## src/rtl/ccs_pkg.sv

```systemverilog
package ccs_pkg;
  localparam int unsigned SKIP_W = 3;

  typedef enum logic [1:0] {
    CLS_POS   = 2'd0,
    CLS_PZERO = 2'd1,
    CLS_NEG   = 2'd2,
    CLS_MZERO = 2'd3
  } op_class_e;

  // class order equals branch order: offset = class + 1
  function automatic logic [SKIP_W-1:0] class_to_skip(op_class_e c);
    return {1'b0, c} + 3'd1;
  endfunction
endpackage

```

## src/rtl/ccs_classify.sv

```systemverilog
module ccs_classify
  import ccs_pkg::*;
#(
  parameter int unsigned DATA_W = 15
) (
  input  logic [DATA_W-1:0] word_i,
  output op_class_e         cls_o
);
  logic is_pzero, is_mzero, sign;

  assign sign     = word_i[DATA_W-1];
  assign is_pzero = (word_i == '0);
  assign is_mzero = (word_i == '1);

  always_comb begin
    if (is_pzero)      cls_o = CLS_PZERO;
    else if (is_mzero) cls_o = CLS_MZERO;
    else if (sign)     cls_o = CLS_NEG;
    else               cls_o = CLS_POS;
  end
endmodule

```

## src/rtl/ccs_dabs.sv

```systemverilog
module ccs_dabs #(
  parameter int unsigned DATA_W = 15
) (
  input  logic [DATA_W-1:0] word_i,
  output logic [DATA_W-1:0] dabs_o
);
  logic [DATA_W-1:0] mag;

  // ones' complement magnitude; both zeros map to all-zero
  assign mag = word_i[DATA_W-1] ? ~word_i : word_i;

  always_comb begin
    if (mag == '0) dabs_o = '0;
    else           dabs_o = mag - {{(DATA_W-1){1'b0}}, 1'b1};
  end
endmodule

```

## src/rtl/ccs_unit.sv

```systemverilog
module ccs_unit
  import ccs_pkg::*;
#(
  parameter int unsigned DATA_W = 15,
  parameter int unsigned ACC_W  = 16
) (
  input  logic              clk_i,
  input  logic              rst_ni,
  input  logic              start_i,
  input  logic [DATA_W-1:0] operand_i,
  output logic [ACC_W-1:0]  result_o,
  output logic [SKIP_W-1:0] skip_o,
  output logic              done_o
);
  localparam int unsigned EXT_W = ACC_W - DATA_W;

  op_class_e         cls;
  logic [DATA_W-1:0] dabs;
  logic [ACC_W-1:0]  acc_d;
  logic [ACC_W-1:0]  result_q;
  logic [SKIP_W-1:0] skip_q;
  logic              done_q;

  ccs_classify #(.DATA_W(DATA_W)) u_cls (
    .word_i (operand_i),
    .cls_o  (cls)
  );

  ccs_dabs #(.DATA_W(DATA_W)) u_dabs (
    .word_i (operand_i),
    .dabs_o (dabs)
  );

  assign acc_d = {{EXT_W{dabs[DATA_W-1]}}, dabs};

  always_ff @(posedge clk_i or negedge rst_ni) begin
    if (!rst_ni) begin
      result_q <= '0;
      skip_q   <= '0;
      done_q   <= 1'b0;
    end else begin
      done_q <= start_i;
      if (start_i) begin
        result_q <= acc_d;
        skip_q   <= class_to_skip(cls);
      end
    end
  end

  assign result_o = result_q;
  assign skip_o   = skip_q;
  assign done_o   = done_q;
endmodule

```

## config.mk

```make
export PLATFORM = sky130hd
export DESIGN_NAME = ccs_unit
export DESIGN_NICKNAME = d
export VERILOG_FILES = /design/src/rtl/ccs_pkg.sv /design/src/rtl/ccs_classify.sv /design/src/rtl/ccs_dabs.sv /design/src/rtl/ccs_unit.sv
export SDC_FILE = /design/constraint.sdc
export NUM_CORES = 1
export LEC_CHECK = 0
export BUFFER_PORTS_ARGS = -buffer_cell sky130_fd_sc_hd__buf_2
export CORE_UTILIZATION = 49
export CTS_BUF_LIST = sky130_fd_sc_hd__clkbuf_4 sky130_fd_sc_hd__clkbuf_8
export DETAILED_ROUTE_END_ITERATION = 10
export PLACE_DENSITY = 0.79
export SYNTH_ARGS = -nofsm -noshare
export SYNTH_HDL_FRONTEND = slang
export SYNTH_SLANG_ARGS = --single-unit
```

## constraint.sdc

```tcl
create_clock -name clk_i -period 0.8 [get_ports clk_i]
set_input_delay 0.12 -clock clk_i [delete_from_list [all_inputs] [get_ports clk_i]]
set_output_delay 0.12 -clock clk_i [all_outputs]
set_load 0.01 [all_outputs]
```

; ---- After elaboration in Yosys (flattened, before gate mapping)
; Cells that the tools add are included.
[word_totals]
reg_bits = 19
input_bits = 18
out_inout_bits = 20
wordCells = 14
[op_classes]
addsub = 2
eq_ne = 1
muxes = 5
n_bitwise = 1
reduce_logical = 2
[ops]
columns = operator, n
row1 = $logic_not 15->1, 2
row2 = $mux 15, 2
row3 = $eq 15x15->1 const B, 1
row4 = $not 15->15, 1
row5 = $sub 15x1->15 const B, 1
row6 = $mux 2, 3
row7 = $add 2x1->3 const B, 1

; ---- Logic depth before layout (Yosys ltp)
[logic_depth]
ltp_word = 4
depth_mapped = 8
mapped_depth_nobuf = 7

; ---- By module
; From an unflattened synthesis, not the netlist that was laid out.
[hier_totals]
cells_unflattened = 152
area_unflattened_um2 = 1473.9
[modules_own_cells]
columns = mod, n_inst, cells_each, area_each_um2
row1 = ccs_unit, 1, 42, 765.7
row2 = ccs_dabs, 1, 98, 639.4
row3 = ccs_classify, 1, 12, 68.8

; ---- Worst setup path after synthesis
; OpenSTA, ideal clock, no wires.
[synth_path]
path_type = input-to-reg
startpoint = input operand_i[8]
endpoint = register skip_q[1] (netlist: skip_o[1])
setup_time_ns = 0.125
arrival_time_ns = 1.594
required_time_ns = 0.675
setup_slack_ns = -0.919
stages = 6
path_cell_list = clkbuf_1 -> and4_1 -> nand2_1 -> o41ai_1 -> ha_1 -> mux2_2
[synth_between]
elab_chain_len = 4
[synth_lines]
columns = item, line
row1 = from (decl), ccs_unit.sv:10  ; input logic [DATA_W-1:0] operand_i,
row2 = $eq 15x15->1, ccs_classify.sv:13  ; assign is_mzero = (word_i == '1);
row3 = $mux 2, ccs_classify.sv:17  ; else if (is_mzero) cls_o = CLS_MZERO;
row4 = $mux 2 (*), ccs_classify.sv:16  ; if (is_pzero) cls_o = CLS_PZERO;
row5 = $add 2x1->3 (*), ccs_pkg.sv:13  ; return {1'b0, c} + 3'd1;
row6 = to (signal assigned), ccs_unit.sv:45  ; skip_q <= class_to_skip(cls);
row7 = to (decl), ccs_unit.sv:21  ; logic [SKIP_W-1:0] skip_q;
; Mark *: on every way between the ends. The rest lies on a longest branch, timed or not.
; A chain may end at the register's enable or synchronous reset.

; ---- Worst setup path in the final report
[layout_path]
startpoint = input operand_i[5]
endpoint = register skip_q[1] (netlist: skip_o[1])
; The elaborated chain is that of the path after synthesis.

==> results.json <==
{
  "status": "finished, violations left",
  "failed_checks": "setup timing",
  "leakagePower_nw": 1.16,
  "synthToLayoutAreaGrowth_pct": 70.5,
  "routedWlPerCell_um": 22.4,
  "grt_pass1_vias": 1589,
  "drt-initial-drc-count": 125,
  "power_density_nw_per_um2": 1200,
  "fp.coreArea_um2": 2540,
  "synth.distinct_cells": 48,
  "portBuffers": 37,
  "drc": 0,
  "hpwl_mm": 2.88,
  "worstPathRequired_ps": 1020,
  "cp-start-kind": "primary input",
  "relSlewSlack": 0.699,
  "cp_max_fo": 2,
  "period_share": 1.79,
  "crit_type": "in2reg",
  "hold_ws_ps": 182,
  "syn_area_um2": 1360,
  "mostFrequentLayoutCells": "60 x buf_4, 28 x buf_2, 19 x dfrtp_1",
  "synthFlopType": "dfrtp_1",
  "cts_max_level": 1,
  "grt_usage": 0.363,
  "routed_via_density": 6.58,
  "crit_path_end_kind": "flip-flop",
  "synth_top_family_by_area": "simple AND/OR/NAND/NOR gates",
  "cpPeakStageDelay_ps": 410,
  "antenna_cells": 0,
  "finalHoldViolations": 0,
  "grt_overflow": 0,
  "fill_cells": 107,
  "syn_inst": 159,
  "die_h_um": 54.7,
  "drv_slew": 0,
  "dp_slack_ps": -973,
  "min_path_type": "in2reg",
  "start_util": 0.534,
  "syn_avg_cell_area_um2": 8.55,
  "drive_above_1_share": 0.560,
  "ys_warn_count": 0,
  "synth-simple-area-share": 0.237,
  "synth_fa_ha_area_frac": 0.0276,
  "async_flop_share": 1.00,
  "muxShareOfSynthArea": 0.0239,
  "cp_slowest_cell": "or3_4",
  "grt_pass1_wl_mm": 7.47,
  "ys_seq_area_frac": 0.350,
  "final_common_cell": "buf_4",
  "cts_tree": "yes",
  "ioPinCount": 38,
  "grt_max_degree": 20,
  "finClkSkew_ps": 0,
  "vias": 1841,
  "place_area_um2": 1840,
  "vdd_drop_max_v": 0.00157,
  "drv_cap": 0,
  "arrival_ps": 1650,
  "first_pass_iters": 7,
  "num_rows": 18,
  "path_cells": "buf_6 > or3_4 > nor3_4 > nand4_1 > o41ai_2 > ha_1 > mux2_4",
  "cts_buffer_depth": 2,
  "finalSetupViolations": 37,
  "die-area_um2": 2990,
  "gp_congestion": 0.864,
  "p_total_w": 0.00279,
  "synth_edf_count": 0,
  "drt-total-wl_mm": 6.28,
  "worst_pin_slew_ps": 452,
  "synth_nets": 180,
  "fin_area_um2": 2320,
  "antenna_found_initial": 0,
  "rsz0062_at_grt": "yes",
  "clk_pin_slew_ps": 130,
  "clk-insertion-delay-late_ps": 310,
  "ys_ff_latch": 19,
  "numClockSinks": 19,
  "synth_xor_area_frac": 0.0773,
  "fmax_ghz": 0.699,
  "nNetsFinal": 272,
  "synth_compound_area_frac": 0.185,
  "cts_buffers": 3,
  "die_w_um": 54.7,
  "ant_nets": 0,
  "clockRootBuffer": "clkbuf_4",
  "period_minus_slack_ps": 1430,
  "setup_ws_ps": -630
}
==> worst max-delay path: cells and delay by family <==
family,cells,cell delay [ps]
simple gates,3,740
buf+inv,1,90
mux,1,260
compound gates,1,110
fa+ha+maj,1,320
==> path summary, 6_finish.rpt <==
| kind | startpoint | end | slack, ps | cells past startpoint |
|---|---|---|---|---|
| worst max-delay path | operand_i[5] | skip_o[1]$_DFFE_PN0P_ | -630 | 7 |
| worst min-delay path | start_i | skip_o[0]$_DFFE_PN0P_ | 180 | 2 |
| worst max register to register | skip_o[1]$_DFFE_PN0P_ | skip_o[1]$_DFFE_PN0P_ | -110 | 2 |
| worst min register to register | result_o[10]$_DFFE_PN0P_ | result_o[10]$_DFFE_PN0P_ | 540 | 2 |
| max in group asynchronous | rst_ni | result_o[7]$_DFFE_PN0P_ | 180 | 2 |
| min in group asynchronous | rst_ni | done_o$_DFF_PN0_ | 310 | 2 |
==> cell families (layout without fill, tap and decap cells) <==
kind of cell    Yosys count  count (layout)
mux                       3               3
xor+xnor                 12              12
compound gates           37              37
simple gates             54              54
fa+ha+maj                 3               3
flops                    19              19
buf+inv                  31             122
==> layout make-up <==
class | count | area (um2) | area share
Clock buffer | 3 | 22.5 | 0.00971
Tap cell | 30 | 37.5 | 0.0162
Timing Repair Buffer | 100 | 737 | 0.318
Inverter | 18 | 67.6 | 0.0291
Sequential cell | 19 | 475 | 0.205
Clock inverter | 1 | 7.51 | 0.00324
Multi-Input combinational cell | 109 | 971 | 0.419
==> cell usage after synthesis (2+ instances only) <==
master    instances  area [um2]
ha_1              3        37.5
nand4_1           4        25.0
clkbuf_1          4        15.0
o21ai_0           6        30.0
nor2b_1           2        12.5
a21oi_1           4        20.0
xor2_1            5        43.8
or3_1             3        18.8
buf_2             5        25.0
inv_1            18        67.6
mux2_2            2        22.5
o22ai_1           8        50.1
or3_4             2        22.5
nand2_1           8        30.0
a22oi_1           3        22.5
nor2_1            9        33.8
a31oi_1           4        25.0
nor3_1            6        30.0
nand3_1           8        40.0
xnor2_1           7        61.3
dfrtp_1          19         475
and3_1            3        18.8
==> repair_timing <==
action | 4_1_cts | 5_1_grt
pin swaps | 23 | 4
cloned | 0 | 0
resized for setup | 38 | 15
hold buffers | 1 | 0
buffers inserted | 16 | 8
endpoints found under the hold margin | 19 | 0
endpoints found under the setup margin | 37 | 37
==> report_power, final <==
| group | internal (W) | switching (W) |
|---|---|---|
| logic | 0.000542 | 0.000600 |
| clock network | 0.000191 | 0.000348 |
| registers | 0.00106 | 0.0000511 |
| total | 0.00179 | 0.00100 |
==> flip-flops by register name, indices dropped and copies added, names as in the netlist <==
| register | flops |
|---|---|
| result_o | 15 |
| skip_o | 3 |
| done_o | 1 |
==> per-stage QoR <==
stage	utilization	setup TNS [ps]	instances
4_1_cts	0.858	-10550	272
3_3_place_gp	0.724	-13460	251
5_1_grt	0.911	-13020	280
2_1_floorplan	-	-10530	159
6_report	0.911	-12290	280
3_5_place_dp	0.724	-13920	251
==> per-layer routing <==
layer / up-vias / part of all wire / global-route usage
met5: - / 0 / 0
met4: 0 / 0.077 / 0.188
met3: 59 / 0.12 / 0.0556
met2: 182 / 0.46 / 0.637
met1: 851 / 0.34 / 0.417
li1: 749 / - / -
No activity file was read; power rests on OpenSTA's default activity.
